File: src/rtl/dskctl_cmd.sv
module dskctl_cmd #(
  parameter int DW = 18,
  parameter int AW = 21,
  parameter int PW = 11
) (
  input  logic          clk,
  input  logic          rst_n,
  input  logic          iot_valid,
  input  logic          iot_sec,
  input  logic [5:0]    iot_op,
  input  logic [DW-1:0] din,
  input  logic          busy,
  input  logic [PW-1:0] rot_pos,
  input  logic          upd_valid,
  input  logic [DW-1:0] upd_flags,
  output logic [DW-1:0] dout,
  output logic          skip,
  output logic          start,
  output logic          clr_xfer,
  output logic          irq,
  output logic [DW-1:0] status,
  output logic [AW-1:0] disk_addr
);
  localparam int ERR = DW - 1;
  localparam int NED = 10;
  localparam int PGE = 8;
  localparam int DON = 7;
  localparam int HW  = AW - DW;
  localparam logic [DW-1:0] UPD_MASK = {1'b0, {(DW-1-DON){1'b1}}, {DON{1'b0}}};
  localparam logic [DW-1:0] FN_MASK  = DW'(7);

  logic [DW-1:0] sta_q, sta_d, buf_q, buf_d;
  logic [AW-1:0] da_q, da_d;
  logic [1:0]    sb;

  assign sb        = iot_op[5:4];
  assign status    = sta_q;
  assign disk_addr = da_q;
  assign irq       = sta_q[0] & (sta_q[ERR] | sta_q[DON]);

  function automatic logic [DW-1:0] tidy(input logic [DW-1:0] s);
    logic [DW-1:0] r;
    r = s;
    r[6:3] = '0;
    r[ERR] = |s[ERR-1:NED];
    return r;
  endfunction

  always_comb begin
    sta_d = sta_q;
    da_d  = da_q;
    buf_d = buf_q;
    dout  = '0;
    skip  = 1'b0;
    start = 1'b0;
    clr_xfer = 1'b0;
    if (iot_valid) begin
      if (!iot_sec) begin
        if (iot_op[0]) begin
          case (sb)
            2'd0: skip = sta_q[ERR] | sta_q[DON];
            2'd1: begin
              sta_d = '0; da_d = '0; buf_d = '0; clr_xfer = 1'b1;
            end
            2'd2: if (busy) sta_d[PGE] = 1'b1; else sta_d = sta_d & ~FN_MASK;
            default: ;
          endcase
        end
        if (iot_op[1]) begin
          if (busy) sta_d[PGE] = 1'b1;
          else case (sb)
            2'd0: dout = buf_d;
            2'd1: dout = da_d[DW-1:0];
            2'd2: sta_d = sta_d ^ (din & FN_MASK);
            default: dout = DW'(da_d[AW-1:DW]) | (sta_d[NED] ? DW'(8) : '0);
          endcase
        end
        if (iot_op[2]) begin
          if (busy) sta_d[PGE] = 1'b1;
          else case (sb)
            2'd0: buf_d = din;
            2'd1: da_d[DW-1:0] = din;
            2'd2: begin
              sta_d[DON] = 1'b0;
              start = sta_d[2:1] != 2'd0;
            end
            default: da_d[AW-1:DW] = din[HW-1:0];
          endcase
        end
      end else if (iot_op[1]) begin
        case (sb)
          2'd0: dout = {busy, {(DW-1-PW){1'b0}}, rot_pos};
          2'd2: if (busy) sta_d[PGE] = 1'b1; else sta_d = sta_d & FN_MASK;
          2'd3: begin
            if (busy) sta_d[PGE] = 1'b1;
            dout = tidy(sta_d);
          end
          default: ;
        endcase
      end
    end
    if (upd_valid) sta_d = sta_d | (upd_flags & UPD_MASK);
    sta_d = tidy(sta_d);
  end

  always_ff @(posedge clk) begin
    if (!rst_n) begin
      sta_q <= '0;
      da_q  <= '0;
      buf_q <= '0;
    end else begin
      sta_q <= sta_d;
      da_q  <= da_d;
      buf_q <= buf_d;
    end
  end
endmodule


File: config.mk
export PLATFORM = sky130hd
export DESIGN_NAME = dskctl_cmd
export DESIGN_NICKNAME = d
export VERILOG_FILES = /design/src/rtl/dskctl_cmd.sv
export SDC_FILE = /design/constraint.sdc
export NUM_CORES = 1
export LEC_CHECK = 0
export ABC_AREA = 0
export BUFFER_PORTS_ARGS = -buffer_cell sky130_fd_sc_hd__buf_2
export CORE_MARGIN = 8
export CORE_UTILIZATION = 30
export CTS_BUF_LIST = sky130_fd_sc_hd__clkbuf_4 sky130_fd_sc_hd__clkbuf_8
export DETAILED_ROUTE_END_ITERATION = 8
export GPL_ROUTABILITY_DRIVEN = 0
export RECOVER_POWER = 100
export SLEW_MARGIN = 15
export SYNTH_ARGS = -nofsm -noshare
export SYNTH_HDL_FRONTEND = slang
export SYNTH_SLANG_ARGS = --single-unit
File: constraint.sdc
create_clock -name clk -period 2.15 [get_ports clk]
set_clock_uncertainty 0.1 [all_clocks]
set_input_delay 0.1075 -clock clk [delete_from_list [all_inputs] [get_ports clk]]
set_output_delay 0.1075 -clock clk [all_outputs]
set_load 0.005 [all_outputs]
==> metrics.md, run 1 <==
| Metric | Value |
|---|---|
| Slew HR | 39.65% |
| Vias in the first global route | 3131 |
| Vias per cell | 5.203 |
| Port Buffers | 106 |
| PD cells | 542.7 nW/um^2 |
| Hold Slack | 18.49 ps |
| Critical-path maximum fanout | 8 |
| Die footprint | 13320 um^2 |
| Total GRT Usage | 15.28% |
| Layout cell share with drive strength beyond 1 | 18.32% |
| IO Pins | 120 |
| CP startpoint kind | primary input |
| Status | complete, no violations |
| Reg2reg path depth | 3 |
| CTS Buffer Depth | 2 |
| Num rows | 36 |
| Post-synth EDFFs | 0 |
| CP required | 1940 ps |
| Fmax | 0.5215 GHz |
| Drt drc | 0 |
| Global route total overflow | 0 |
| Hold violation count in the final report | 0 |
| RSZ-0062 raised after global routing | false |
| CTS root buffer | clkbuf_8 |
| 1st-pass router iterations | 5 |
| Post-route setup TNS | 0 ps |
| First-pass GRT wire length | 16.20 mm |
| Min cycle time layout | 1917 ps |
| Antenna-violating nets left | 0 |
| Initial antenna violation count | 0 |
| CTS tree | yes |
| Number of diodes | 0 |
| Area delta synth->final | 30.14% |
| Post-synth top area cell | dfxtp_1 |
| Top FF cell, synth | dfxtp_1 |
| Top cells by area, synth | dfxtp_1 36%, a22oi_1 15%, nor2b_1 9.5% |
| Final Cycle Share | 89.18% |
| Max Cap Viol | 0 |
| Design area | 3857 um^2 |
| YS warnings | 0 |
| Fraction of registers with async set/reset | 0% |
| Clock slew at reported path FFs | 110 ps |
| Post-synth top area share | 35.80% |
| Worst vdd ir | 0.0003832 V |
| # clock sinks | 53 |
| Pins Over Slew Limit | 0 |
| Largest net degree at the start of global routing | 36 |
| Die Width | 115.4 um |
| Hpwl dp | 7.609 mm |
| Routed len/inst | 17.13 um |
| Lkg Pwr | 1.421 nW |
| Via Count | 3106 |
| Post_cts resized | 0 |
| Hold Path Depth | 3 |
| # nets final | 526 |
| Post-synth cell types | 45 |
| Slew @ Worst Pin | 905.3 ps |
| Post-synthesis cell count | 345 |
| H-tree level count | 2 |
| Post-synthesis sequential area ratio | 35.80% |
| Die Y | 115.4 um |
| Count leader, synth | a22oi_1 |
| Final Setup Violations | 0 |
| Arr. time, crit path | 1710 ps |
| Core area | 9684 um^2 |
| Worst setup EP type | primary output |
| Detailed Route Iter0 Violations | 200 |
| Most frequent cells after synthesis | 60 x a22oi_1, 53 x dfxtp_1, 45 x nor2b_1 |
| CTS Buf Count | 5 |
| #FFs+latches synth | 53 |
| Worst setup path class | primary input to primary output |
| Final WL | 10.23 mm |
| Syn Area/Cell | 8.592 um^2 |
| Min-delay worst type | primary input to flop |
| Final cell count without fillers | 597 |
| Initial Utilization | 30.61% |
| Dpl cells | 564 |
| Worst-Skew Late Latency | 310 ps |
| DP Area | 3563 um^2 |
| Post-synthesis cell area | 2964 um^2 |
-- timing repair --
action	in CTS	in global routing
hold endpoints to repair	37	0
hold buffers	25	0
buffers inserted	0	0
-- critical path, stage by stage --
cell and delay, ps:
clkbuf_1 150, inv_1 90, ha_1 390, nand2b_1 210, nor2_1 350, a22oi_1 150, nor2_1 130, clkbuf_1 130
-- final cells by class --
class,instances,area [um^2]
Fill cell,1018,5827
Multi-Input combinational cell,256,1675
Sequential cell,53,1061
Timing Repair Buffer,143,823.3
Tap cell,133,166.4
Clock buffer,5,68.82
Clock inverter,3,47.55
Inverter,4,15.01
-- metal layers --
layer | vias to the layer above | share of wire, % | global-route usage (%)
met2 | 113 | 47 | 25.62
met3 | 6 | 7.1 | 3.361
met1 | 1479 | 45 | 19.09
li1 | 1508 | - | -
met4 | 0 | 0.95 | 4.378
met5 | - | 0 | 0
-- registers in the layout, indices dropped and copies added, names as in the netlist --
| register | cells |
|---|---|
| buf_q | 18 |
| disk_addr | 21 |
| status | 14 |
-- power breakdown --
part,internal (W),switching (W)
Clock,0.000356,0.000366
Sequential,0.00100,0.0000267
Combinational,0.000158,0.000181
Total,0.00152,0.000574
-- kinds of logic (layout without fill, tap and decap cells) --
group | Yosys count | in the layout | synth area share [%]
compound gates | 130 | 130 | 32.25
flops | 53 | 53 | 35.80
fa+ha+maj | 4 | 4 | 1.689
mux | 1 | 1 | 0.5064
xor+xnor | 1 | 1 | 0.2955
simple gates | 116 | 116 | 21.70
other cells | 1 | 4 | 0.1265
buf+inv | 39 | 155 | 7.640
-- through the flow --
stage	power, W	util (%)	setup WS (ps)
after floorplan	0.001232	-	588.5
after global placement	0.001360	36.80	294.4
after detailed placement	0.001366	36.80	242.3
after CTS	0.002129	40.58	316.0
after global routing	0.002188	39.83	77.81
final	0.002093	39.83	232.6
-- cell usage in the layout (no fill, tap or decap), drive strengths merged, types with 7 or more instances in the layout --
cell type    instances
dlygate4sd3         25
nor2b               46
buf                 73
a22oi               60
a21oi               10
o21ai               15
nor2                20
a22o                19
nand2               17
nand3                8
and3                 7
clkbuf              50
dfxtp               53
-- path summary, 6_finish.rpt --
check / from / end / slack, ps
hold reg to reg: status[9] / status[9] / 430
setup / recovery: iot_op[5] / dout[11] / 230
hold / removal: din[0] / status[0] / 20
setup reg to reg: status[12] / status[17] / 980
(Power assumes the default switching activity.)
==> run 2: changes to the inputs <==
- MAX_ROUTING_LAYER: default -> met4
- clock period: 2.15 -> 1.6 ns (I/O delays scaled with it)
==> metrics.md, run 2 (synthesis gave the netlist of run 1 again) <==
| Metric | Value |
|---|---|
| Status | complete, but fails checks |
| Failing checks | negative setup slack |
| Drt drc | 0 |
| Port Buffers | 106 |
| Hold violation count in the final report | 0 |
| Hold Slack | 20.16 ps |
| Crit path cell chain | nor4bb_2 > a31oi_1 > nor3b_1 > a211oi_1 > buf_2 |
| CTS Buffer Depth | 2 |
| Min cycle time layout | 1641 ps |
| Critical-path maximum fanout | 8 |
| Worst setup path class | flop to primary output |
| Most common cell after layout, fill and taps aside | buf_2 |
| Via Count | 3284 |
| RSZ-0062 raised after global routing | true |
| Routed len/inst | 17.54 um |
| Hpwl dp | 8.044 mm |
| CTS tree | yes |
| Pint | 0.002002 W |
| Arr. time, crit path | 1460 ps |
| CTS Buf Count | 5 |
| PD cells | 631.3 nW/um^2 |
| Total GRT Usage | 16.48% |
| CP required | 1420 ps |
| Layout cell share with drive strength beyond 1 | 38.63% |
| Final cell count without fillers | 630 |
| Cell family with most CP delay | flip-flops |
| Number of diodes | 0 |
| IO Pins | 120 |
| # nets final | 559 |
| Pins Over Slew Limit | 0 |
| # clock sinks | 53 |
| Final Cycle Share | 102.6% |
| Die Y | 115.4 um |
| Die Width | 115.4 um |
| Final WS setup | -41.24 ps |
| Design area | 4487 um^2 |
| Core area | 9684 um^2 |
| Switching power | 0.0008304 W |
| Sw Ratio | 29.31% |
| First-pass GRT wire length | 16.97 mm |
| Worst-Skew Late Latency | 310 ps |
| Final WL | 11.05 mm |
| CP startpoint kind | flop |
| Max stage delay on crit path | 390 ps |
| CP max stage cell | dfxtp_4 |
| Area delta synth->final | 51.37% |
| Antenna-violating nets left | 0 |
| Gate power share | 21.8% |
| Buf/Inv on CP | 1 |
| Fmax | 0.6093 GHz |
| Flop pwr share | 48.8% |
| DP Area | 3801 um^2 |
| Max reg flops | 21 |
| Clk pwr share | 29.3% |
| Final Setup Violations | 2 |
| Filler Cells Inserted | 964 |
| Detailed Route Iter0 Violations | 149 |
| Clock slew at reported path FFs | 100 ps |
| Max Cap Viol | 0 |
| Lkg Pwr | 1.818 nW |
| Worst setup EP type | primary output |
| Vias in the first global route | 3190 |
| Initial antenna violation count | 0 |
| Largest net degree at the start of global routing | 35 |
| Min-delay worst type | primary input to flop |
| Vias per cell | 5.213 |
| Worst vdd ir | 0.0003864 V |
| Global route total overflow | 0 |
| Dpl cells | 589 |
| CTS root buffer | clkbuf_8 |
| Die footprint | 13320 um^2 |
| H-tree level count | 2 |
| 1st-pass router iterations | 4 |
| Commonest non-fill, non-tap cells in the layout | 96 x buf_2, 52 x a22oi_1, 44 x dfxtp_1, 42 x nor2b_1, 30 x buf_4 |
| Num rows | 36 |
| Initial Utilization | 30.61% |
## run 2: cell count changes in the layout (fill, tap and decap cells not counted), moves of 7 or more
cell	change
dfxtp_2	+7
buf_4	+20
a22oi_2	+8
a22oi_1	-8
buf_2	+35
clkbuf_1	-37
dfxtp_1	-9
## run 2: power by group through the flow
stage	clock, W	sequential [W]	combinational (W)
after floorplan	0	0.00141	0.000247
after global placement	0	0.00142	0.000465
after detailed placement	0	0.00142	0.000472
after CTS	0.000862	0.00138	0.000565
after global routing	0.000919	0.00139	0.000672
final	0.000830	0.00138	0.000619
## run 2: timing repair
action | in CTS | in global routing
buffers inserted | 5 | 1
pin swaps | 6 | 16
hold buffers | 26 | 0
hold endpoints to repair | 40 | 0
gates resized for setup | 22 | 42
setup endpoints to repair | 16 | 18
cloned | 0 | 2
## run 2: final timing paths
check                           startpoint         end  slack [ps]  depth (start not counted)
worst min register to register   status[0]   status[0]         420                          2
worst max-delay path             status[1]       start         -40                          5
worst min-delay path                din[1]   status[1]          20                          3
worst max register to register  status[16]  status[17]         360                          4
## run 2: area by class of cell
cell class | instances | area [um^2] | share of cell area, %
inverter | 4 | 25.02 | 0.5577
timing repair buffer | 176 | 1267 | 28.25
sequential | 53 | 1077 | 24.01
clock inverter | 3 | 28.78 | 0.6414
tap | 133 | 166.4 | 3.709
multi-input combinational | 256 | 1853 | 41.30
clock buffer | 5 | 68.82 | 1.534
## run 2: tightest hold or removal path: stages
cell     delay (ps)
buf_2           160
nand3_1          80
o22ai_1          70
## run 2: metal layers
| layer | global-route usage (%) | part of all wire (%) | up-vias | routed length, um |
|---|---|---|---|---|
| met5 | - | 0 | - | 0 |
| met4 | 4.641 | 0.94 | 0 | 104 |
| met3 | 2.836 | 5.1 | 6 | 569 |
| met2 | 25.27 | 47 | 89 | 5198 |
| met1 | 21.67 | 47 | 1600 | 5181 |
| li1 | - | - | 1589 | - |
## run 2: per-stage QoR
step | setup WS (ps) | total power (W) | TNS (ps) | util, %
global placement | -97.84 | 0.001881 | -1326 | 39.25
floorplan | 66.02 | 0.001655 | 0 | -
global route | -161.3 | 0.002980 | -316.3 | 46.33
detailed placement | -123.4 | 0.001888 | -1673 | 39.25
CTS | -23.28 | 0.002809 | -43.11 | 44.30
finish | -41.24 | 0.002833 | -63.42 | 46.33
==> run 3: changes to the inputs <==
- CORE_ASPECT_RATIO: default -> 1.4
==> metrics.md, run 3 (synthesis gave the netlist of run 1 again) <==
| Metric | Value |
|---|---|
| Final WS setup | -30.00 ps |
| Drt drc | 0 |
| CP startpoint kind | flop |
| Total GRT Usage | 16.40% |
| H-tree level count | 2 |
| Max Cap Viol | 0 |
| Die Width | 100.0 um |
| Setup slack at placement | -127.6 ps |
| Worst setup EP type | primary output |
| Final cell count without fillers | 629 |
| Die Y | 133.6 um |
| Num rows | 43 |
| Die footprint | 13360 um^2 |
| CTS root buffer | clkbuf_8 |
| Min-delay worst type | primary input to flop |
| Worst vdd ir | 0.0003813 V |
| IO Pins | 120 |
| Max stage delay on crit path | 400 ps |
| Port Buffers | 106 |
| CTS tree | yes |
| Status | complete, but fails checks |
| Hpwl dp | 7.840 mm |
| Arr. time, crit path | 1450 ps |
| Clock slew at reported path FFs | 100 ps |
| Vias in the first global route | 3327 |
| Design area | 4363 um^2 |
| Routed len/inst | 17.53 um |
| Dpl cells | 586 |
| Largest net degree at the start of global routing | 29 |
| Critical-path maximum fanout | 5 |
| Commonest non-fill, non-tap cells in the layout | 104 x buf_2, 54 x a22oi_1, 41 x nor2b_1, 41 x dfxtp_1, 34 x buf_4 |
| Core area | 9792 um^2 |
| Lkg Pwr | 1.790 nW |
| DP Area | 3766 um^2 |
| CP required | 1420 ps |
| CP Launch Point | status[10] |
| Min cycle time layout | 1630 ps |
| Reg2reg path depth | 3 |
| 1st-pass router iterations | 4 |
| Reg2reg end | status[17] |
| RSZ-0062 raised after global routing | true |
| Most common cell after layout, fill and taps aside | buf_2 |
| Initial Utilization | 30.27% |
| Vias per cell | 5.119 |
| Final Cycle Share | 101.9% |
| Buf/Inv on CP | 1 |
| Area delta synth->final | 47.19% |
| First-pass GRT wire length | 17.08 mm |
| Max reg flops | 21 |
| Layout cell share with drive strength beyond 1 | 40.04% |
| Hold violation count in the final report | 0 |
| CTS Buf Count | 5 |
| Worst setup path class | flop to primary output |
| Final WL | 11.03 mm |
| Failing checks | negative setup slack |
| Pins Over Slew Limit | 0 |
| CTS Buffer Depth | 2 |
| Initial antenna violation count | 1 |
| # nets final | 554 |
| Cell family with most CP delay | flip-flops |
| Hold Slack | 11.45 ps |
| Final Setup Violations | 2 |
| CP max stage cell | dfxtp_2 |
| # clock sinks | 53 |
| Setup slack, reg-to-reg | 480 ps |
| Worst-Skew Late Latency | 320 ps |
| Final core utilization | 44.56% |
| PD cells | 633.6 nW/um^2 |
| Global route total overflow | 0 |
| Critical Path Stages | 5 |
| RR Startpoint | status[11] |
| Detailed Route Iter0 Violations | 190 |
| Via Count | 3220 |
| Filler Cells Inserted | 1019 |
| Antenna-violating nets left | 0 |
| CP Capture Point | dout[17] |
| Fmax | 0.6135 GHz |
| Crit path cell chain | nor4_2 > nand2_1 > a22oi_2 > o32ai_1 > buf_2 |
-- run 3: repair_timing --
item                                   in CTS  in global routing
endpoints found under the hold margin      41                  0
buffers inserted                            3                  4
gates resized for setup                    16                 37
pin swaps                                   7                  5
cloned                                      1                  0
setup endpoints to repair                  14                 19
hold buffers                               26                  0
-- run 3: area by class of cell --
type | count | area (um^2) | area share [%]
antenna | 2 | 5.005 | 0.1147
clock buffer | 5 | 68.82 | 1.577
clock inverter | 3 | 25.02 | 0.5736
inverter | 4 | 20.02 | 0.4588
multi-input combinational | 256 | 1836 | 42.07
sequential | 53 | 1081 | 24.78
tap | 135 | 168.9 | 3.872
timing repair buffer | 171 | 1159 | 26.56
-- run 3: power by group --
part | switching [W] | internal, W
combinational | 0.000282 | 0.000286
clock | 0.000492 | 0.000320
sequential | 0.0000334 | 0.00135
-- run 3: routing by layer --
layer | global-route usage (%) | part of all wire, %
met2 | 26.14 | 49
met3 | 3.081 | 4.9
met5 | - | 0
met4 | 7.848 | 2.2
met1 | 19.31 | 44
-- run 3: stage by stage --
stage | total power [W] | TNS [ps]
5_1_grt | 0.002897 | -227.6
3_5_place_dp | 0.001878 | -1501
3_3_place_gp | 0.001874 | -1017
4_1_cts | 0.002753 | -101.4
6_report | 0.002764 | -50.69
2_1_floorplan | 0.001655 | 0
-- run 3: how the worst min path moves through the flow --
stage,startpoint,to,slack (ps),cells past startpoint
after floorplan,upd_flags[10],status[10],110,1
after global placement,upd_flags[9],status[9],190,2
after detailed placement,upd_flags[9],status[9],200,2
after CTS,din[1],status[1],4,3
after global routing,din[1],status[1],30,3
final,din[2],status[2],10,3
-- run 3: worst min-delay path: stages --
cell	delay [ps]
buf_2	170
nand3_1	80
o22ai_1	60
